`config.mk`:
```
export PLATFORM = sky130hd
export DESIGN_NAME = cal_engine
export DESIGN_NICKNAME = d
export VERILOG_FILES = /design/src/rtl/cal_pkg.sv /design/src/rtl/cal_coef_bank.sv /design/src/rtl/cal_ctrl.sv /design/src/rtl/cal_corr_path.sv /design/src/rtl/cal_engine.sv
export SDC_FILE = /design/constraint.sdc
export NUM_CORES = 2
export LEC_CHECK = 0
export CAP_MARGIN = 20
export CORE_MARGIN = 2
export CORE_UTILIZATION = 55
export DETAILED_ROUTE_END_ITERATION = 7
export PLACE_DENSITY = 0.72
export SLEW_MARGIN = 30
export SYNTH_ARGS = -nofsm -noshare
export SYNTH_HDL_FRONTEND = slang
export SYNTH_SLANG_ARGS = --single-unit
```
`constraint.sdc`:
```
create_clock -name clk -period 14.4 [get_ports clk]
set_input_delay 2.88 -clock clk [delete_from_list [all_inputs] [get_ports clk]]
set_output_delay 2.88 -clock clk [all_outputs]
set_load 0.02 [all_outputs]
```
`src/rtl/cal_pkg.sv`:
```
package cal_pkg;

  typedef enum logic [2:0] {
    MODE_IDLE   = 3'b000,
    MODE_ZS_INT = 3'b100,
    MODE_FS_INT = 3'b101,
    MODE_ZS_SYS = 3'b110,
    MODE_FS_SYS = 3'b111
  } cal_mode_e;

  typedef enum logic [1:0] {
    SRC_PINS = 2'b00,
    SRC_ZERO = 2'b01,
    SRC_FULL = 2'b10
  } src_sel_e;

endpackage

```
`src/rtl/cal_coef_bank.sv`:
```
module cal_coef_bank #(
  parameter int unsigned CH        = 8,
  parameter int unsigned DW        = 24,
  parameter int unsigned GW        = 24,
  parameter int unsigned GAIN_TRIM = 3,
  localparam int unsigned CW       = (CH > 1) ? $clog2(CH) : 1
) (
  input  logic          clk,
  input  logic          rst_n,
  input  logic [CW-1:0] rd_chan,
  output logic [DW-1:0] rd_off,
  output logic [GW-1:0] rd_gain,
  input  logic          wr_en,
  input  logic          wr_full,
  input  logic [CW-1:0] wr_chan,
  input  logic [DW-1:0] wr_word
);

  logic [DW-1:0] off_all  [CH];
  logic [GW-1:0] gain_all [CH];

  for (genvar c = 0; c < CH; c++) begin : g_ch
    localparam logic [63:0] PRESET64 = (64'd1 << (GW - 1)) + 64'(c) * 64'(GAIN_TRIM);
    localparam logic [GW-1:0] PRESET = PRESET64[GW-1:0];

    logic [DW-1:0] off_r;
    logic [GW-1:0] gain_r;
    logic          hit;

    assign hit = wr_en && (wr_chan == CW'(c));

    always_ff @(posedge clk or negedge rst_n) begin
      if (!rst_n) begin
        off_r  <= '0;
        gain_r <= PRESET;
      end else if (hit) begin
        if (wr_full) gain_r <= GW'(wr_word);
        else         off_r  <= wr_word;
      end
    end

    assign off_all[c]  = off_r;
    assign gain_all[c] = gain_r;
  end

  assign rd_off  = off_all[rd_chan];
  assign rd_gain = gain_all[rd_chan];

endmodule

```
`src/rtl/cal_ctrl.sv`:
```
module cal_ctrl
  import cal_pkg::*;
#(
  parameter int unsigned RW              = 8,
  parameter logic [RW-1:0] SLOW_RATE     = '1
) (
  input  logic          clk,
  input  logic          rst_n,
  input  logic          cmd_valid,
  input  logic [2:0]    cmd_mode,
  input  logic          capture,
  input  logic          chop_en,
  input  logic [RW-1:0] rate_word,
  output cal_mode_e     mode,
  output logic          busy,
  output logic [1:0]    src_sel,
  output logic [RW-1:0] rate_sel
);

  cal_mode_e mode_r, mode_n;

  always_comb begin
    mode_n = mode_r;
    if (mode_r != MODE_IDLE) begin
      if (capture) mode_n = MODE_IDLE;
    end else if (cmd_valid && cmd_mode[2]) begin
      mode_n = cal_mode_e'(cmd_mode);
    end
  end

  always_ff @(posedge clk or negedge rst_n) begin
    if (!rst_n) mode_r <= MODE_IDLE;
    else        mode_r <= mode_n;
  end

  assign mode = mode_r;
  assign busy = (mode_r != MODE_IDLE);

  always_comb begin
    unique case (mode_r)
      MODE_ZS_INT: src_sel = SRC_ZERO;
      MODE_FS_INT: src_sel = SRC_FULL;
      default:     src_sel = SRC_PINS;
    endcase
  end

  assign rate_sel = (busy && chop_en) ? SLOW_RATE : rate_word;

endmodule

```
`src/rtl/cal_corr_path.sv`:
```
module cal_corr_path #(
  parameter int unsigned CH = 8,
  parameter int unsigned DW = 24,
  parameter int unsigned GW = 24,
  parameter int unsigned OW = 24,
  localparam int unsigned CW = (CH > 1) ? $clog2(CH) : 1
) (
  input  logic          clk,
  input  logic          rst_n,
  input  logic          load,
  input  logic [DW-1:0] raw,
  input  logic [CW-1:0] chan,
  input  logic [DW-1:0] off,
  input  logic [GW-1:0] gain,
  input  logic          out_ready,
  output logic          out_valid,
  output logic [OW-1:0] out_data,
  output logic [CW-1:0] out_chan
);

  localparam int unsigned PW = DW + GW + 2;
  localparam logic [PW-1:0] HALF = {{(PW-1){1'b0}}, 1'b1} << (GW - 2);
  localparam logic [PW-1:0] MAXV = {{(PW-OW+1){1'b0}}, {(OW-1){1'b1}}};
  localparam logic [PW-1:0] MINV = {{(PW-OW+1){1'b1}}, {(OW-1){1'b0}}};

  logic signed [DW:0]   diff;
  logic signed [PW-1:0] a_ext, b_ext, prod, rnd, scaled;
  logic [OW-1:0]        clamped;

  assign diff   = $signed({raw[DW-1], raw}) - $signed({off[DW-1], off});
  assign a_ext  = $signed({{(GW+1){diff[DW]}}, diff});
  assign b_ext  = $signed({{(DW+2){1'b0}}, gain});
  assign prod   = a_ext * b_ext;
  assign rnd    = prod + $signed(HALF);
  assign scaled = rnd >>> (GW - 1);

  always_comb begin
    if (scaled > $signed(MAXV))      clamped = MAXV[OW-1:0];
    else if (scaled < $signed(MINV)) clamped = MINV[OW-1:0];
    else                             clamped = scaled[OW-1:0];
  end

  always_ff @(posedge clk or negedge rst_n) begin
    if (!rst_n) begin
      out_valid <= 1'b0;
      out_data  <= '0;
      out_chan  <= '0;
    end else if (load) begin
      out_valid <= 1'b1;
      out_data  <= clamped;
      out_chan  <= chan;
    end else if (out_ready) begin
      out_valid <= 1'b0;
    end
  end

endmodule

```
`src/rtl/cal_engine.sv`:
```
module cal_engine
  import cal_pkg::*;
#(
  parameter int unsigned CH          = 8,
  parameter int unsigned DW          = 24,
  parameter int unsigned GW          = 24,
  parameter int unsigned OW          = 24,
  parameter int unsigned RW          = 8,
  parameter int unsigned GAIN_TRIM   = 3,
  parameter logic [RW-1:0] SLOW_RATE = '1,
  localparam int unsigned CW         = (CH > 1) ? $clog2(CH) : 1
) (
  input  logic          clk,
  input  logic          rst_n,
  input  logic          in_valid,
  output logic          in_ready,
  input  logic [DW-1:0] in_data,
  input  logic [CW-1:0] in_chan,
  input  logic          cmd_valid,
  input  logic [2:0]    cmd_mode,
  input  logic          chop_en,
  input  logic [RW-1:0] rate_word,
  output logic          out_valid,
  input  logic          out_ready,
  output logic [OW-1:0] out_data,
  output logic [CW-1:0] out_chan,
  output logic          rdy,
  output logic [2:0]    mode_q,
  output logic [1:0]    src_sel,
  output logic [RW-1:0] rate_sel
);

  cal_mode_e     mode;
  logic          busy, accept, capture, load;
  logic [DW-1:0] cur_off;
  logic [GW-1:0] cur_gain;

  assign in_ready = busy || !out_valid || out_ready;
  assign accept   = in_valid && in_ready;
  assign capture  = accept && busy;
  assign load     = accept && !busy;

  cal_ctrl #(.RW(RW), .SLOW_RATE(SLOW_RATE)) u_ctrl (
    .clk(clk), .rst_n(rst_n),
    .cmd_valid(cmd_valid), .cmd_mode(cmd_mode),
    .capture(capture), .chop_en(chop_en), .rate_word(rate_word),
    .mode(mode), .busy(busy), .src_sel(src_sel), .rate_sel(rate_sel)
  );

  cal_coef_bank #(.CH(CH), .DW(DW), .GW(GW), .GAIN_TRIM(GAIN_TRIM)) u_bank (
    .clk(clk), .rst_n(rst_n),
    .rd_chan(in_chan), .rd_off(cur_off), .rd_gain(cur_gain),
    .wr_en(capture), .wr_full(mode[0]), .wr_chan(in_chan), .wr_word(in_data)
  );

  cal_corr_path #(.CH(CH), .DW(DW), .GW(GW), .OW(OW)) u_path (
    .clk(clk), .rst_n(rst_n),
    .load(load), .raw(in_data), .chan(in_chan),
    .off(cur_off), .gain(cur_gain),
    .out_ready(out_ready), .out_valid(out_valid),
    .out_data(out_data), .out_chan(out_chan)
  );

  assign rdy    = !busy;
  assign mode_q = mode;

endmodule

```
# [After elaboration in Yosys (flattened, before gate mapping)]
# Index checks and enable logic that the tools add are counted.
[word_totals] in_bits=44 elab_cells=91 output_inout_bits=43 regBits=415
[classes] order_cmp=3 n_bitwise=2 n_mux=15 n_reduce_logical=38 n_eq_ne=10 multipliers=1 n_addsub=2
[op_table] operator="binary-select mux 24 bit (select 3 bit)" count=2
[op_table] operator="two-way mux 24 bit" count=6
[op_table] operator="adder 50 x 24 -> 50 bit, second input constant" count=1
[op_table] operator="multiplier 25 x 25 -> 50 bit" count=1
[op_table] operator="AND reduction 2 bit" count=17
[op_table] operator="> comparator 27 x 24 -> 1 bit, second input constant" count=1
[op_table] operator="< comparator 27 x 24 -> 1 bit, second input constant" count=1
[op_table] operator="subtractor 24 x 24 -> 25 bit" count=1
[op_table] operator="equality test 3 bit, second input constant" count=6
[op_table] operator="logical AND 1 bit" count=13
[op_table] operator="two-way mux 3 bit" count=3
[op_table] operator="two-way mux 8 bit" count=1
[op_table] operator="equality test 3 x 2 -> 1 bit, second input constant" count=2
[op_table] operator=">= comparator 4 bit, second input constant" count=1
[op_table] operator="NOT 3 -> 4 bit" count=1
[op_table] operator="one-hot mux 2 bit (2 select lines)" count=1
[op_table] operator="nonzero test 2 bit" count=2
[op_table] operator="equality test 3 x 1 -> 1 bit, second input constant" count=1
[op_table] operator="zero test 3 bit" count=1
[op_table] operator="nonzero test 3 bit" count=1
[op_table] operator="zero test 1 bit" count=2
[op_table] operator="logical OR 1 bit" count=2
[op_table] operator="two-way mux 1 bit" count=2
[op_table] operator="!= test 2 x 1 -> 1 bit, second input constant" count=1
[op_table] operator="NOT 1 bit" count=1

# [Longest topological paths before layout]
[depth] depth_word=10 ltp_mapped=47 ltp_nobuf=41

# [Cells and area by module]
# Synthesis repeated with hierarchy kept, for this count alone.
[unflattened] cells_unflattened=3943 area_unflattened_um2=43455.4
[by_module_without_submodules] mod="cal_corr_path" instances=1 seq_area_each_um2=700.7 area_per_inst_um2=25787.2 cells_per_inst=2888
[by_module_without_submodules] mod="cal_coef_bank" instances=1 seq_area_each_um2=9640.5 area_per_inst_um2=17420.5 cells_per_inst=1026
[by_module_without_submodules] mod="cal_ctrl" instances=1 seq_area_each_um2=75.1 area_per_inst_um2=211.5 cells_per_inst=24
[by_module_without_submodules] mod="cal_engine" instances=1 seq_area_each_um2=0.0 area_per_inst_um2=36.3 cells_per_inst=5

# [Worst setup path before layout]
# OpenSTA, ideal clock, no wires.
[synth_timing] path_type="input to register" startpoint="input port in_chan[0]" endpoint="register u_path.out_data[9]" setup_ps=126 t_arrival_ps=14432 slack_ps=-158 n_path_buf=7 required_ps=14274 path_stages=46 path_cell_list="buf_6 -> buf_2 -> clkbuf_1 -> buf_1 -> mux4_2 -> mux2_2 -> ha_1 -> fa_1 -> nor2b_1 -> o21ai_1 -> a21oi_1 -> o21ai_1 -> a21boi_1 -> o2111a_1 -> o31ai_1 -> a21oi_1 -> a41oi_1 -> a21oi_1 -> (+10 left out) -> xnor2_1 -> fa_1 -> fa_1 -> inv_1 -> fa_1 -> inv_1 -> ha_1 -> a21oi_1 -> nand2_1 -> o22ai_1 -> a21oi_1 -> a211oi_4 -> o21ai_1 -> a21oi_2 -> xor2_2 -> a21oi_2 -> buf_2 -> a221o_1"
[synth_between] elab_chain_len=10 word_cells_on_any_way=14 classes_between="add/sub: 2; mul: 1; order compare: 2; mux: 8; bitwise: 1"
[synth_lines] item="from (decl)" line="cal_engine.sv:18" rtl="input logic [CW-1:0] in_chan,"
[synth_lines] item="NOT 3 -> 4 bit (implied by the code) (*)" line="cal_coef_bank.sv:46, cal_coef_bank.sv:47"
[synth_lines] item="binary-select mux 24 bit (select 3 bit)" line="cal_coef_bank.sv:46" rtl="assign rd_off = off_all[rd_chan];"
[synth_lines] item="two-way mux 24 bit (implied by the code) (2 in a row)" line="cal_coef_bank.sv:46"
[synth_lines] item="subtractor 24 x 24 -> 25 bit" line="cal_corr_path.sv:30" rtl="assign diff = $signed({raw[DW-1], raw}) - $signed({off[DW-1], off});"
[synth_lines] item="multiplier 25 x 25 -> 50 bit (*)" line="cal_corr_path.sv:33" rtl="assign prod = a_ext * b_ext;"
[synth_lines] item="adder 50 x 24 -> 50 bit (*)" line="cal_corr_path.sv:34" rtl="assign rnd = prod + $signed(HALF);"
[synth_lines] item="< comparator 27 x 24 -> 1 bit" line="cal_corr_path.sv:39" rtl="else if (scaled < $signed(MINV)) clamped = MINV[OW-1:0];"
[synth_lines] item="two-way mux 24 bit" line="cal_corr_path.sv:39"
[synth_lines] item="two-way mux 24 bit (*)" line="cal_corr_path.sv:38" rtl="if (scaled > $signed(MAXV)) clamped = MAXV[OW-1:0];"
[synth_lines] item="to (signal assigned)" line="cal_corr_path.sv:50" rtl="out_data <= clamped;"
[synth_lines] item="to (decl)" line="cal_corr_path.sv:17" rtl="output logic [OW-1:0] out_data,"
# Every way passes the cells marked *; elsewhere a longest branch is shown, timed or not. The select of a mux whose other input is x is not followed.
# A chain may end at the register's enable or synchronous reset.

# [Worst setup path in the final report]
[layout_timing] startpoint="input port in_chan[0]" endpoint="register u_path.out_data[0]"
# The elaborated chain is that of the path after synthesis.

==> results.yml <==
yosys:
  syn_nets: 4563
  syn_area_per_cell_um2: 11.1
  syn_inst: 3707
  synth_top_area_cell: "fa_1"
  synth_enable_flop_cells: 0
  ys_top_cells_by_count: "inv_1, fa_1, dfrtp_1"
  yosysWarnings: 0
  synth_top_cells_by_area: "fa_1, dfrtp_1, mux2_2"
  async_flop_share_pct: 100
  yosys_register_bits: 415
  syn-cell-area_um2: 41200
  yosysTopAreaCellShare_pct: 30.3
  synth.most_common_cell: "inv_1"
  ys_seq_area_share_pct: 25.3
  ys_types: 68
  ys.flop_type: "dfrtp_1"
floorplanning:
  coreArea_um2: 74300
  floorplan.initialDensity_pct: 55.4
  dieArea_um2: 77000
  dieHeight_um: 278
  io-pin-count: 87
  rows: 100
  fp.dieW_um: 278
sta:
  worst_slew_pin_slew_ns: 1.02
  hold_violations: 0
  finalCriticalPeriod_ns: 13.81
  finalSetupViolCount: 0
  fmaxAchievable_mhz: 72.4
  skew_ns: 0.0142
  slew_viol_final: 0
  finalCritPeriodShare_pct: 95.9
  slew_headroom_pct: 31.8
critical_path:
  crit_path_frequent_cell: "fa_1"
  rrSetupSlack_ns: 2.97
  rr_startpoint: "u_bank.g_ch[0].off_r[0]"
  crit_start: "in_chan[0]"
  worstPathRequired_ns: 14.89
  slowest_stage: "o41ai_2"
  crit_type: "input port to flip-flop"
  slowest_delay_ns: 0.55
  crit_end: "u_path.out_data[0]"
  rr_worst_depth: 39
  critPathMaxFanout: 23
  worstSetupStartpointType: "input port"
  critPathCaptureType: "flip-flop"
  timing.rr.end: "u_path.out_data[0]"
  worstPathArrival_ns: 14.30
cts:
  clk_pin_slew_worst_paths_ns: 0.06
  clk_latency_ns: 0.61
  hold_buffers: 0
  cts_root_buf: "clkbuf_16"
  cts_made_buffers: 47
  htree_num_levels: 2
  tritoncts: "done"
  clk_path_buf_depth: 3
  cts.sinks: 415
global_routing:
  grt_max_degree: 78
  grt_pass1_vias: 30025
  track_usage_pct: 28.7
  grt_pass1_wl_mm: 170
  antenna_found_initial: 2
  grt.overflow.total: 0
place:
  place_area_um2: 43600
  port_buffers: 86
  routabilityCongestion: 0.931
  dp_hpwl_mm: 79.1
routing:
  route.detailed.drc: 0
  vias: 27658
  via_per_inst: 5.78
  ant_nets: 0
  wl_per_cell_um: 22.2
  dr.first_iter.drc_count: 2310
  wirelength_mm: 106
  dr.pass1.iters: 5
finish:
  num-fill-cells: 5920
  area_delta_synth_final_pct: 10.4
  fin_area_um2: 45400
  nNetsFinal: 4630
  drive_gt1_share_pct: 15.7
hold_path:
  worstHoldPathType: "flip-flop to flip-flop"
run_status:
  status: "completed"
run:
  cap_violations: 0
cells in the final DEF, fill, tap and decap left out, types with 6 or more instances in the layout:
cell,Yosys,routed
xor2_1,30,26
nand3_1,14,13
mux2i_2,0,6
mux2i_1,39,31
or2_1,12,12
clkbuf_16,0,49
nand2b_1,62,62
clkbuf_1,166,10
or3_1,7,7
maj3_1,6,6
mux2_2,229,229
o21a_1,9,9
a221o_1,23,23
ha_1,189,189
nor2_1,321,314
clkbuf_8,0,11
clkdlybuf4s50_1,0,82
and2_1,23,23
o21ai_0,18,17
nand2_1,296,296
mux2_1,169,169
fa_1,623,623
nor3_1,15,13
dfstp_2,25,25
a21oi_1,44,43
mux4_2,94,94
a21o_1,23,23
and3_1,7,7
nor2b_1,27,27
buf_4,1,115
o21ai_1,22,22
xnor2_1,54,50
inv_1,671,670
dfrtp_1,390,390
metrics by stage:
stage | hold WS [ns] | std cells | setup TNS (ns) | worst slack [ns] | util [%]
floorplan | 0.443 | 3707 | 0 | 0.0928 | -
global placement | 0.453 | 4685 | -3.15 | -0.146 | 58.5
detailed placement | 0.469 | 4688 | -0.759 | -0.0433 | 58.7
CTS | 0.481 | 4776 | 0 | 0.517 | 60.9
global route | 0.490 | 4783 | -0.0114 | -0.00420 | 61.1
finish | 0.481 | 4784 | 0 | 0.587 | 61.1
area by class of cell:
cell class	count	area [um^2]	share of cell area [%]
Sequential cell	415	10400	22.9
Tap cell	969	1210	2.67
Clock buffer	69	1390	3.06
Antenna cell	2	5.00	0.0110
Multi-Input combinational cell	2429	27700	61.0
Timing Repair Buffer	210	1920	4.22
Inverter	671	2520	5.55
Clock inverter	19	264	0.581
worst min-delay path by stage:
stage / startpoint / cells past startpoint / end
floorplan: u_bank.g_ch[1].gain_r[0] / 2 / u_bank.g_ch[1].gain_r[0]
global placement: u_bank.g_ch[1].gain_r[0] / 2 / u_bank.g_ch[1].gain_r[0]
detailed placement: u_bank.g_ch[3].off_r[21] / 1 / u_bank.g_ch[3].off_r[21]
CTS: u_bank.g_ch[1].gain_r[0] / 2 / u_bank.g_ch[1].gain_r[0]
global route: u_bank.g_ch[1].gain_r[1] / 2 / u_bank.g_ch[1].gain_r[1]
finish: u_bank.g_ch[2].gain_r[6] / 1 / u_bank.g_ch[2].gain_r[6]
flip-flops by register name (all words and copies together) (netlist names):
signal,count
u_path.out_data,24
u_path.out_chan,3
u_ctrl.mode,3
u_bank.g_ch.off_r,192
u_path.out_valid,1
u_bank.g_ch.gain_r,192
logic make-up (layout without fill, tap and decap cells):
logic type / Yosys count / count (layout) / share of synthesized area (%)
other cells: 0 / 2 / 0
simple gates: 808 / 808 / 8.54
flops: 415 / 415 / 25.3
fa+ha+maj: 818 / 818 / 36.2
mux: 532 / 532 / 17.0
compound gates: 185 / 186 / 3.16
xor+xnor: 85 / 85 / 1.83
buf+inv: 864 / 969 / 7.94
per-layer routing:
layer  wire length [um]  vias up  global-route usage (%)  share of wire [%]
li1                   -    11799                       -                  -
met1              42400    14396                    38.6                 40
met2              50500     1164                    46.6                 47
met3               8300      299                    4.78                7.8
met4               5130        0                    12.1                4.8
met5                  0        -                       0                  0
critical path: cells and delay by family:
family / cells / cell delay, ns
AOI/OAI and AO/OA: 16 / 3.77
xor gates and xnor gates: 2 / 0.55
adders and majority gates: 9 / 4.25
buffers and inverters: 6 / 0.92
muxes: 2 / 0.88
and+or+nand+nor: 4 / 0.99
repair_timing:
action	in CTS	in global routing
endpoints found under the setup margin	0	23
setup buffers	0	4
resized for setup	0	10
Power is not shown: default switching activity piles up to over one toggle a cycle in this logic, so the estimate is an artifact.
